--- config.mk ---
export PLATFORM = sky130hd
export DESIGN_NAME = mcast_flush
export DESIGN_NICKNAME = d
export VERILOG_FILES = /design/src/rtl/mcast_flush_pkg.sv /design/src/rtl/mcast_flush_judge.sv /design/src/rtl/mcast_flush_seq.sv /design/src/rtl/mcast_flush.sv
export SDC_FILE = /design/constraint.sdc
export NUM_CORES = 1
export LEC_CHECK = 0
export ABC_AREA = 0
export BUFFER_PORTS_ARGS = -buffer_cell sky130_fd_sc_hd__buf_2
export CAP_MARGIN = 25
export CORE_MARGIN = 2
export CORE_UTILIZATION = 40
export CTS_CLUSTER_SIZE = 12
export DETAILED_ROUTE_END_ITERATION = 10
export MAX_ROUTING_LAYER = met4
export PLACE_DENSITY_LB_ADDON = 0.12
export SYNTH_ARGS = -nofsm -noshare
export SYNTH_HDL_FRONTEND = slang
export SYNTH_SLANG_ARGS = --single-unit
--- constraint.sdc ---
create_clock -name clk -period 2.25 [get_ports clk]
set_input_delay 0.3375 -clock clk [delete_from_list [all_inputs] [get_ports clk]]
set_output_delay 0.3375 -clock clk [all_outputs]
set_load 0.005 [all_outputs]
--- src/rtl/mcast_flush_pkg.sv ---
package mcast_flush_pkg;

    // Row field positions that the table decodes
    localparam int ADDR_LO   = 0;
    localparam int ADDR_W    = 48;
    localparam int MC_BIT    = 40;
    localparam int VID_LO    = 48;
    localparam int VID_W     = 12;
    localparam int TYPE_LO   = 60;
    localparam int SUPER_BIT = 65;
    localparam int MASK_LO   = 66;

    typedef enum logic [1:0] {
        ROW_FREE  = 2'd0,
        ROW_ADDR  = 2'd1,
        ROW_VLAN  = 2'd2,
        ROW_VADDR = 2'd3
    } row_kind_e;

    typedef enum logic [1:0] {
        S_IDLE  = 2'd0,
        S_READ  = 2'd1,
        S_CHECK = 2'd2,
        S_FIN   = 2'd3
    } scan_state_e;

endpackage

--- src/rtl/mcast_flush_judge.sv ---
module mcast_flush_judge
    import mcast_flush_pkg::*;
#(
    parameter int PORTS = 3
) (
    input  logic [MASK_LO+PORTS-1:0] row_i,
    input  logic [PORTS-1:0]         flush_mask_i,
    input  logic [VID_W-1:0]         vid_i,
    input  logic                     all_vlan_i,
    output logic                     change_o,
    output logic [MASK_LO+PORTS-1:0] row_o
);
    localparam int ROW_W = MASK_LO + PORTS;

    row_kind_e          kind;
    logic [PORTS-1:0]   members;
    logic [PORTS-1:0]   left;
    logic               kind_ok;
    logic               vlan_ok;
    logic               bcast;

    always_comb begin
        kind    = row_kind_e'(row_i[TYPE_LO +: 2]);
        members = row_i[MASK_LO +: PORTS];
        left    = members & ~flush_mask_i;
        kind_ok = (kind == ROW_ADDR) || (kind == ROW_VADDR);
        vlan_ok = all_vlan_i || (row_i[VID_LO +: VID_W] == vid_i);
        bcast   = &row_i[ADDR_LO +: ADDR_W];

        change_o = kind_ok && vlan_ok && row_i[MC_BIT] && !row_i[SUPER_BIT]
                   && !bcast && (|(members & flush_mask_i));

        row_o = row_i;
        row_o[MASK_LO +: PORTS] = left;
        if (left == '0)
            row_o[TYPE_LO +: 2] = ROW_FREE;
    end

    // Width sanity for the derived row size
    initial begin
        assert (ROW_W > SUPER_BIT) else $error("row too narrow");
    end

endmodule

--- src/rtl/mcast_flush_seq.sv ---
module mcast_flush_seq
    import mcast_flush_pkg::*;
#(
    parameter int PORTS = 3,
    parameter int DEPTH = 12,
    localparam int AW   = (DEPTH > 1) ? $clog2(DEPTH) : 1
) (
    input  logic             clk,
    input  logic             rst_n,
    input  logic             start_i,
    input  logic [PORTS-1:0] flush_mask_i,
    input  logic [VID_W-1:0] vid_i,
    input  logic             all_vlan_i,
    input  logic             change_i,
    output logic [PORTS-1:0] mask_q_o,
    output logic [VID_W-1:0] vid_q_o,
    output logic             all_q_o,
    output logic             rd_en_o,
    output logic             wr_en_o,
    output logic [AW-1:0]    addr_o,
    output logic             busy_o,
    output logic             done_o
);
    localparam logic [AW-1:0] LAST = AW'(DEPTH - 1);

    scan_state_e state_q, state_d;
    logic [AW-1:0] idx_q;

    // Next-state logic
    always_comb begin
        state_d = state_q;
        unique case (state_q)
            S_IDLE:  if (start_i) state_d = S_READ;
            S_READ:  state_d = S_CHECK;
            S_CHECK: state_d = (idx_q == LAST) ? S_FIN : S_READ;
            S_FIN:   state_d = S_IDLE;
            default: state_d = S_IDLE;
        endcase
    end

    // State register, index and latched parameters
    always_ff @(posedge clk or negedge rst_n) begin
        if (!rst_n) begin
            state_q  <= S_IDLE;
            idx_q    <= '0;
            mask_q_o <= '0;
            vid_q_o  <= '0;
            all_q_o  <= 1'b0;
        end else begin
            state_q <= state_d;
            if (state_q == S_IDLE && start_i) begin
                idx_q    <= '0;
                mask_q_o <= flush_mask_i;
                vid_q_o  <= vid_i;
                all_q_o  <= all_vlan_i;
            end else if (state_q == S_CHECK && idx_q != LAST) begin
                idx_q <= idx_q + 1'b1;
            end
        end
    end

    // Outputs decoded from state
    always_comb begin
        rd_en_o = 1'b0;
        wr_en_o = 1'b0;
        done_o  = 1'b0;
        busy_o  = 1'b1;
        unique case (state_q)
            S_IDLE:  busy_o  = 1'b0;
            S_READ:  rd_en_o = 1'b1;
            S_CHECK: wr_en_o = change_i;
            S_FIN:   done_o  = 1'b1;
            default: busy_o  = 1'b0;
        endcase
    end
    assign addr_o = idx_q;

    // a read and a write never share a cycle
    p_rd_wr_excl_r2: assert property (@(posedge clk) disable iff (!rst_n)
        !(rd_en_o && wr_en_o));

    // completion is a single-cycle pulse
    p_done_pulse_r2: assert property (@(posedge clk) disable iff (!rst_n)
        done_o |=> !done_o);

    // a write-back always follows the read of the same index
    p_wr_after_rd_r9: assert property (@(posedge clk) disable iff (!rst_n)
        wr_en_o |-> ($past(rd_en_o) && $stable(addr_o)));

    // indexes stay inside the table
    p_addr_range_r2: assert property (@(posedge clk) disable iff (!rst_n)
        rd_en_o |-> (addr_o <= LAST));

    // parameters hold while a scan runs
    p_param_hold_r11: assert property (@(posedge clk) disable iff (!rst_n)
        (busy_o && $past(busy_o)) |-> ($stable(mask_q_o) && $stable(vid_q_o)));

endmodule

--- src/rtl/mcast_flush.sv ---
module mcast_flush
    import mcast_flush_pkg::*;
#(
    parameter int PORTS = 3,
    parameter int DEPTH = 12,
    localparam int AW    = (DEPTH > 1) ? $clog2(DEPTH) : 1,
    localparam int ROW_W = MASK_LO + PORTS
) (
    input  logic             clk,
    input  logic             rst_n,
    input  logic             start_i,
    input  logic [PORTS-1:0] flush_mask_i,
    input  logic [VID_W-1:0] vid_i,
    input  logic             all_vlan_i,
    output logic             tbl_rd_en_o,
    output logic [AW-1:0]    tbl_addr_o,
    input  logic [ROW_W-1:0] tbl_rd_data_i,
    output logic             tbl_wr_en_o,
    output logic [ROW_W-1:0] tbl_wr_data_o,
    output logic             busy_o,
    output logic             done_o
);
    logic [PORTS-1:0] mask_q;
    logic [VID_W-1:0] vid_q;
    logic             all_q;
    logic             change;

    mcast_flush_seq #(.PORTS(PORTS), .DEPTH(DEPTH)) u_seq (
        .clk          (clk),
        .rst_n        (rst_n),
        .start_i      (start_i),
        .flush_mask_i (flush_mask_i),
        .vid_i        (vid_i),
        .all_vlan_i   (all_vlan_i),
        .change_i     (change),
        .mask_q_o     (mask_q),
        .vid_q_o      (vid_q),
        .all_q_o      (all_q),
        .rd_en_o      (tbl_rd_en_o),
        .wr_en_o      (tbl_wr_en_o),
        .addr_o       (tbl_addr_o),
        .busy_o       (busy_o),
        .done_o       (done_o)
    );

    mcast_flush_judge #(.PORTS(PORTS)) u_judge (
        .row_i        (tbl_rd_data_i),
        .flush_mask_i (mask_q),
        .vid_i        (vid_q),
        .all_vlan_i   (all_q),
        .change_o     (change),
        .row_o        (tbl_wr_data_o)
    );

    // no flushed port survives in a written row
    p_flushed_gone_r9: assert property (@(posedge clk) disable iff (!rst_n)
        tbl_wr_en_o |-> ((tbl_wr_data_o[MASK_LO +: PORTS] & mask_q) == '0));

    // a released row carries an empty mask
    p_free_empty_r10: assert property (@(posedge clk) disable iff (!rst_n)
        (tbl_wr_en_o && tbl_wr_data_o[TYPE_LO +: 2] == ROW_FREE)
            |-> (tbl_wr_data_o[MASK_LO +: PORTS] == '0));

    // super rows are never written
    p_super_kept_r6: assert property (@(posedge clk) disable iff (!rst_n)
        tbl_wr_en_o |-> !tbl_rd_data_i[SUPER_BIT]);

    // broadcast rows are never written
    p_bcast_kept_r7: assert property (@(posedge clk) disable iff (!rst_n)
        tbl_wr_en_o |-> !(&tbl_rd_data_i[ADDR_LO +: ADDR_W]));

    // quiet right after reset
    p_idle_quiet_r1: assert property (@(posedge clk) disable iff (!rst_n)
        !busy_o |-> !(tbl_rd_en_o || tbl_wr_en_o));

endmodule

==> results of run 1 <==
per-stage QoR:
step / area, µm² / setup slack, ns / std cells / hold WS, ns
2_1_floorplan: 1720 / 0.757 / 171 / 0.0419
3_3_place_gp: 2080 / 0.404 / 314 / 0.328
3_5_place_dp: 2080 / 0.365 / 314 / 0.329
4_1_cts: 2150 / 0.115 / 318 / 0.0306
5_1_grt: 2160 / 0.0431 / 319 / 0.0452
6_report: 2160 / 0.216 / 319 / 0.0176
layout make-up:
type                            count  area [µm²]  share of cell area, %
Timing Repair Buffer              158         791                   36.6
Multi-Input combinational cell     81         673                   31.1
Sequential cell                    22         551                   25.5
Tap cell                           50        62.6                   2.89
Clock buffer                        3        41.3                   1.91
Clock inverter                      1        30.0                   1.39
Inverter                            3        11.3                  0.521
Antenna cell                        1        2.50                  0.116
worst max-delay path: cells and delay by family, from the launching register on:
kind | cells | cell delay (ns)
flops | 1 | 0.39
buf+inv | 1 | 0.17
compound gates | 1 | 0.16
simple gates | 2 | 0.55
xor+xnor | 1 | 0.17
kinds of logic (layout without fill, tap and decap cells):
family          count (synthesis)  after routing  share of synthesized area (%)
compound gates                  7              7                           2.54
xor+xnor                       14             14                           7.12
fa+ha+maj                       1              1                          0.726
buf+inv                        68            165                           29.7
flops                          22             22                           32.0
mux                            16             16                           12.0
other cells                     0              1                              0
simple gates                   43             43                           16.0
path summary, 6_finish.rpt:
kind | end | cells past startpoint | start | slack [ns]
hold / removal | u_seq.addr_o[2] | 1 | rst_n | 0.02
hold reg to reg | u_seq.all_q_o | 1 | u_seq.all_q_o | 0.53
setup / recovery | tbl_wr_en_o | 5 | u_seq.vid_q_o[1] | 0.22
max in group asynchronous | u_seq.addr_o[3] | 1 | rst_n | 1.90
min in group clk | u_seq.vid_q_o[7] | 2 | vid_i[7] | 0.29
setup reg to reg | u_seq.vid_q_o[10] | 3 | u_seq.state_q[0] | 0.71
layer usage:
| metal | track usage, % | routed length (µm) |
|---|---|---|
| met4 | 2.14 | 17 |
| met1 | 19.8 | 1650 |
| met3 | 6.83 | 454 |
| met5 | - | 0 |
| met2 | 30.7 | 2190 |
registers in the layout (all words and copies together) (netlist names):
signal,flops
u_seq.addr_o,4
u_seq.all_q_o,1
u_seq.mask_q_o,3
u_seq.state_q,2
u_seq.vid_q_o,12
what timing repair did:
action	4_1_cts	5_1_grt
endpoints found under the setup margin	0	1
resized for setup	0	2
endpoints found under the hold margin	0	0
layout by cell type, fill, tap and decap left out, drive strengths merged, types with 3 or more instances in the layout:
master  instances
nand3           3
nor2b           3
nor4            7
nand4          12
mux2           16
nor2            5
and2            3
buf           158
inv             3
xor2           14
clkbuf          3
dfrtp          22
power breakdown:
group	switching, mW	internal (mW)	leakage (nW)
clock	0.130	0.238	0.0357
combinational	0.337	0.479	0.892
sequential	0.154	0.584	0.265
==> results_dict.tcl, run 1 <==
set metrics [dict create \
    outcome "completed" \
    clk_pin_slew_worst_paths_ns 0.08 \
    ys_seq_area_share_pct 32.0 \
    cts_buffer_depth 2 \
    postCtsHoldBufs 0 \
    root_buffer "clkbuf_8" \
    clock_latency_ns 0.27 \
    grt_overflow 0 \
    synth_top_area_cell "dfrtp_1" \
    syn_nets 260 \
    final_core_util_pct 52.9 \
    initial_core_util_pct 42.2 \
    antenna_found_initial 1 \
    max_freq_ghz 0.492 \
    via_per_inst 4.59 \
    maxCapViolCount 0 \
    fp.dieH_um 69.6 \
    first_pass_iters 4 \
    finalSetupViolCount 0 \
    synthCells 171 \
    cts_num_sinks 22 \
    coreArea_mm2 0.00409 \
    die-area_mm2 0.00485 \
    wl_um 4310 \
    wire_per_inst_um 13.5 \
    ys_ff_latch 22 \
    hpwl_um 3720 \
    via_count 1465 \
    rows 23 \
    finalCritPeriodShare_pct 90.4 \
    die_w_um 69.6 \
    cp_slowest_cell "dfrtp_1" \
    tightestPinTransition_ns 0.481 \
    required_ns 1.91 \
    leakage_nw 1.19 \
    yosysUniqueCellTypes 29 \
    worstPathCellList "xor2_1 > nor4_2 > a31oi_1 > nor4_1 > buf_2" \
    post_cts_buffers 0 \
    synth_ff_type "dfrtp_1" \
    syn_avg_cell_area_um2 10.1 \
    drv_slew 0 \
    synth_area_leaders "dfrtp_1, buf_4, xor2_1, mux2_4, mux2_2" \
    rsz0062_at_grt "no" \
    first_global_vias 1419 \
    grt_pass1_wl_um 6730 \
    remaining_drc_errors 0 \
    drtIter0Drc 32 \
    end_kind "output pin" \
    period_needed_ns 2.03 \
    nets 358 \
    yosysMostFrequentCell "buf_4" \
    max_stage_delay_ns 0.39 \
    tns_ns 0 \
    async_flop_share_pct 100 \
    ios 165 \
    fillerInstances 393 \
    start_kind "flip-flop" \
    synth_edf_count 0 \
    yosys_warnings 0 \
    numCtsBuffers 3 \
    total_power_mw 1.92 \
    hold_path.class "in2async" \
    power_density_mw_per_mm2 889 \
    htreeDepth 1 \
    hold_viol_final 0 \
    skew_ns 0.00698 \
    crit_type "reg2out" \
    place_congestion 0.768 \
    grt_max_degree 23 \
    path_max_fanout 2 \
    port-buffer-count 158 \
    drive_above_1_share_pct 69.0 \
    gr-usage-all-layers_pct 17.6 \
    synthToLayoutAreaGrowth_pct 25.5 \
    synthTopCellsByCount "buf_4, dfrtp_1, xor2_1" \
    detail-route-antenna-nets 0 \
    syn_area_mm2 0.00172 \
    cts_tree "built" \
    ir_drop_v 0.000751 \
    max-slew-margin-rel_pct 67.9 \
    synth_top_area_share_pct 32.0 \
    worstPathArrival_ns 1.70 \
]
Power figures use the tool's default switching activity.
==> run 2, diff against run 1 <==
--- a/config.mk
+++ b/config.mk
@@ -7,9 +7,10 @@
 export LEC_CHECK = 0
 export ABC_AREA = 0
 export BUFFER_PORTS_ARGS = -buffer_cell sky130_fd_sc_hd__buf_2
-export CAP_MARGIN = 25
+export CAP_MARGIN = 10
 export CORE_MARGIN = 2
-export CORE_UTILIZATION = 40
+export CORE_UTILIZATION = 41
+export CTS_BUF_LIST = sky130_fd_sc_hd__clkbuf_4 sky130_fd_sc_hd__clkbuf_8
 export CTS_CLUSTER_SIZE = 12
 export DETAILED_ROUTE_END_ITERATION = 10
 export MAX_ROUTING_LAYER = met4
==> run 2 against run 1 <==
Net effect:
- wire length down 1.3%
- cell area down 0.58%
- total power down 1.8%
- highest routed layer unchanged
- largest cell class unchanged
- count of clock-buffer cells in the layout unchanged
- clock power down 3%
==> results_dict.tcl, run 2 (synthesis gave the netlist of run 1 again) <==
set metrics [dict create \
    gr-usage-all-layers_pct 18.1 \
    detail-route-antenna-nets 0 \
    cts_resized 0 \
    hpwl_um 3710 \
    cts_num_sinks 22 \
    tightestPinTransition_ns 0.487 \
    htreeDepth 1 \
    rrSetupSlack_ns 0.70 \
    drtIter0Drc 59 \
    numCtsBuffers 3 \
    nets 358 \
    postCtsHoldBufs 0 \
    grt_pass1_wl_um 6030 \
    grt_overflow 0 \
    p_comb_share_pct 42.2 \
    crit_type "reg2out" \
    power.share.clock_pct 19.0 \
    cts_tree "built" \
    via_count 1462 \
    outcome "completed" \
    rows 23 \
    max_stage_delay_ns 0.39 \
    max-slew-margin-rel_pct 67.5 \
    switching_share_pct 31.4 \
    cts_buffer_depth 2 \
    via_per_inst 4.58 \
    hold_viol_final 0 \
    rsz0062_at_grt "no" \
    end_kind "output pin" \
    dpl_cell_area_mm2 0.00208 \
    first_global_vias 1310 \
    initial_core_util_pct 42.8 \
    p_int_mw 1.29 \
    tns_ns 0 \
    path_max_fanout 2 \
    cp-startpoint "u_seq.vid_q_o[0]" \
    fp.dieH_um 68.8 \
    switchingPower_mw 0.594 \
    ios 165 \
    top_regs "u_seq.vid_q_o: 12 flops, u_seq.addr_o: 4 flops, u_seq.mask_q_o: 3 flops" \
    final_cell_mix "buf_2, dfrtp_1, xor2_1" \
    dp_cells 314 \
    cp.buffers_inverters 1 \
    worst_slack_ns 0.172 \
    worstPathCellList "xor2_1 > nor4_1 > a31oi_1 > nor4_1 > buf_2" \
    crit_family "simple AND/OR/NAND/NOR gates" \
    drv_slew 0 \
    antenna_found_initial 1 \
    finalNonFillerCells 319 \
    place_congestion 0.769 \
    power_density_mw_per_mm2 879 \
    period_needed_ns 2.08 \
    wire_per_inst_um 13.3 \
    first_pass_iters 4 \
    fin_hold_ws_ns 0.0299 \
    largest-register "u_seq.vid_q_o" \
    critPathCapture "tbl_wr_en_o" \
    remaining_drc_errors 0 \
    port-buffer-count 158 \
    hold_path.class "in2async" \
    skew_ns 0.00122 \
    clock_latency_ns 0.26 \
    max_freq_ghz 0.481 \
    clk_pin_slew_worst_paths_ns 0.08 \
    post_cts_buffers 0 \
    reg2regPathDepth 3 \
    required_ns 1.91 \
    r2r-start "u_seq.state_q[1]" \
    total_power_mw 1.89 \
    drive_above_1_share_pct 68.3 \
    ir_drop_v 0.000450 \
    synthToLayoutAreaGrowth_pct 24.8 \
    worstPathArrival_ns 1.74 \
    wl_um 4250 \
    start_kind "flip-flop" \
    finalSetupViolCount 0 \
    root_buffer "clkbuf_8" \
    final_common_cell "buf_2" \
    leakage_nw 1.19 \
    fin_area_mm2 0.00215 \
    finalCritPeriodShare_pct 92.3 \
    coreArea_mm2 0.00403 \
    critical_path.most_common_cell "nor4_1" \
    final_core_util_pct 53.4 \
    critical_path_depth 5 \
    grt_max_degree 23 \
    cp_slowest_cell "dfrtp_1" \
    r2r-end "u_seq.mask_q_o[0]" \
    p_seq_share_pct 38.8 \
    die-area_mm2 0.00474 \
    die_w_um 68.8 \
    maxCapViolCount 0 \
    dpl_worst_slack_ns 0.356 \
    largest_register_ff_count 12 \
]
run 2: cell counts in the layout (fill, tap and decap cells not counted):
No cell type changed its count.
run 2: area by class of cell:
type / count / area [µm²]
clock inverter: 1 / 30.0
inverter: 3 / 11.3
timing repair buffer: 158 / 791
tap: 50 / 62.6
clock buffer: 3 / 41.3
fill: 406 / 1880
multi-input combinational: 81 / 661
sequential: 22 / 551
antenna: 1 / 2.50
run 2: power groups by stage:
stage / Sequential, mW / Clock (mW) / Combinational (mW)
floorplan: 0.708 / 0 / 0.627
global placement: 0.740 / 0 / 0.803
detailed placement: 0.740 / 0 / 0.811
CTS: 0.734 / 0.373 / 0.815
global route: 0.763 / 0.389 / 0.889
finish: 0.733 / 0.358 / 0.797
run 2: worst min path at each step:
| stage | startpoint | to | slack (ns) | depth (start not counted) |
|---|---|---|---|---|
| final | rst_n | u_seq.vid_q_o[5] | 0.03 | 1 |
| after global routing | rst_n | u_seq.vid_q_o[5] | 0.06 | 1 |
| after CTS | rst_n | u_seq.vid_q_o[5] | 0.04 | 1 |
| after detailed placement | rst_n | u_seq.vid_q_o[5] | 0.33 | 1 |
| after global placement | rst_n | u_seq.vid_q_o[6] | 0.34 | 1 |
| after floorplan | rst_n | u_seq.addr_o[0] | 0.04 | 0 |
run 2: per-layer routing:
metal,global-route usage (%),part of all wire [%]
met1,20.5,40
met2,30.6,49
met3,5.52,10
met4,5.64,0.97
met5,-,0
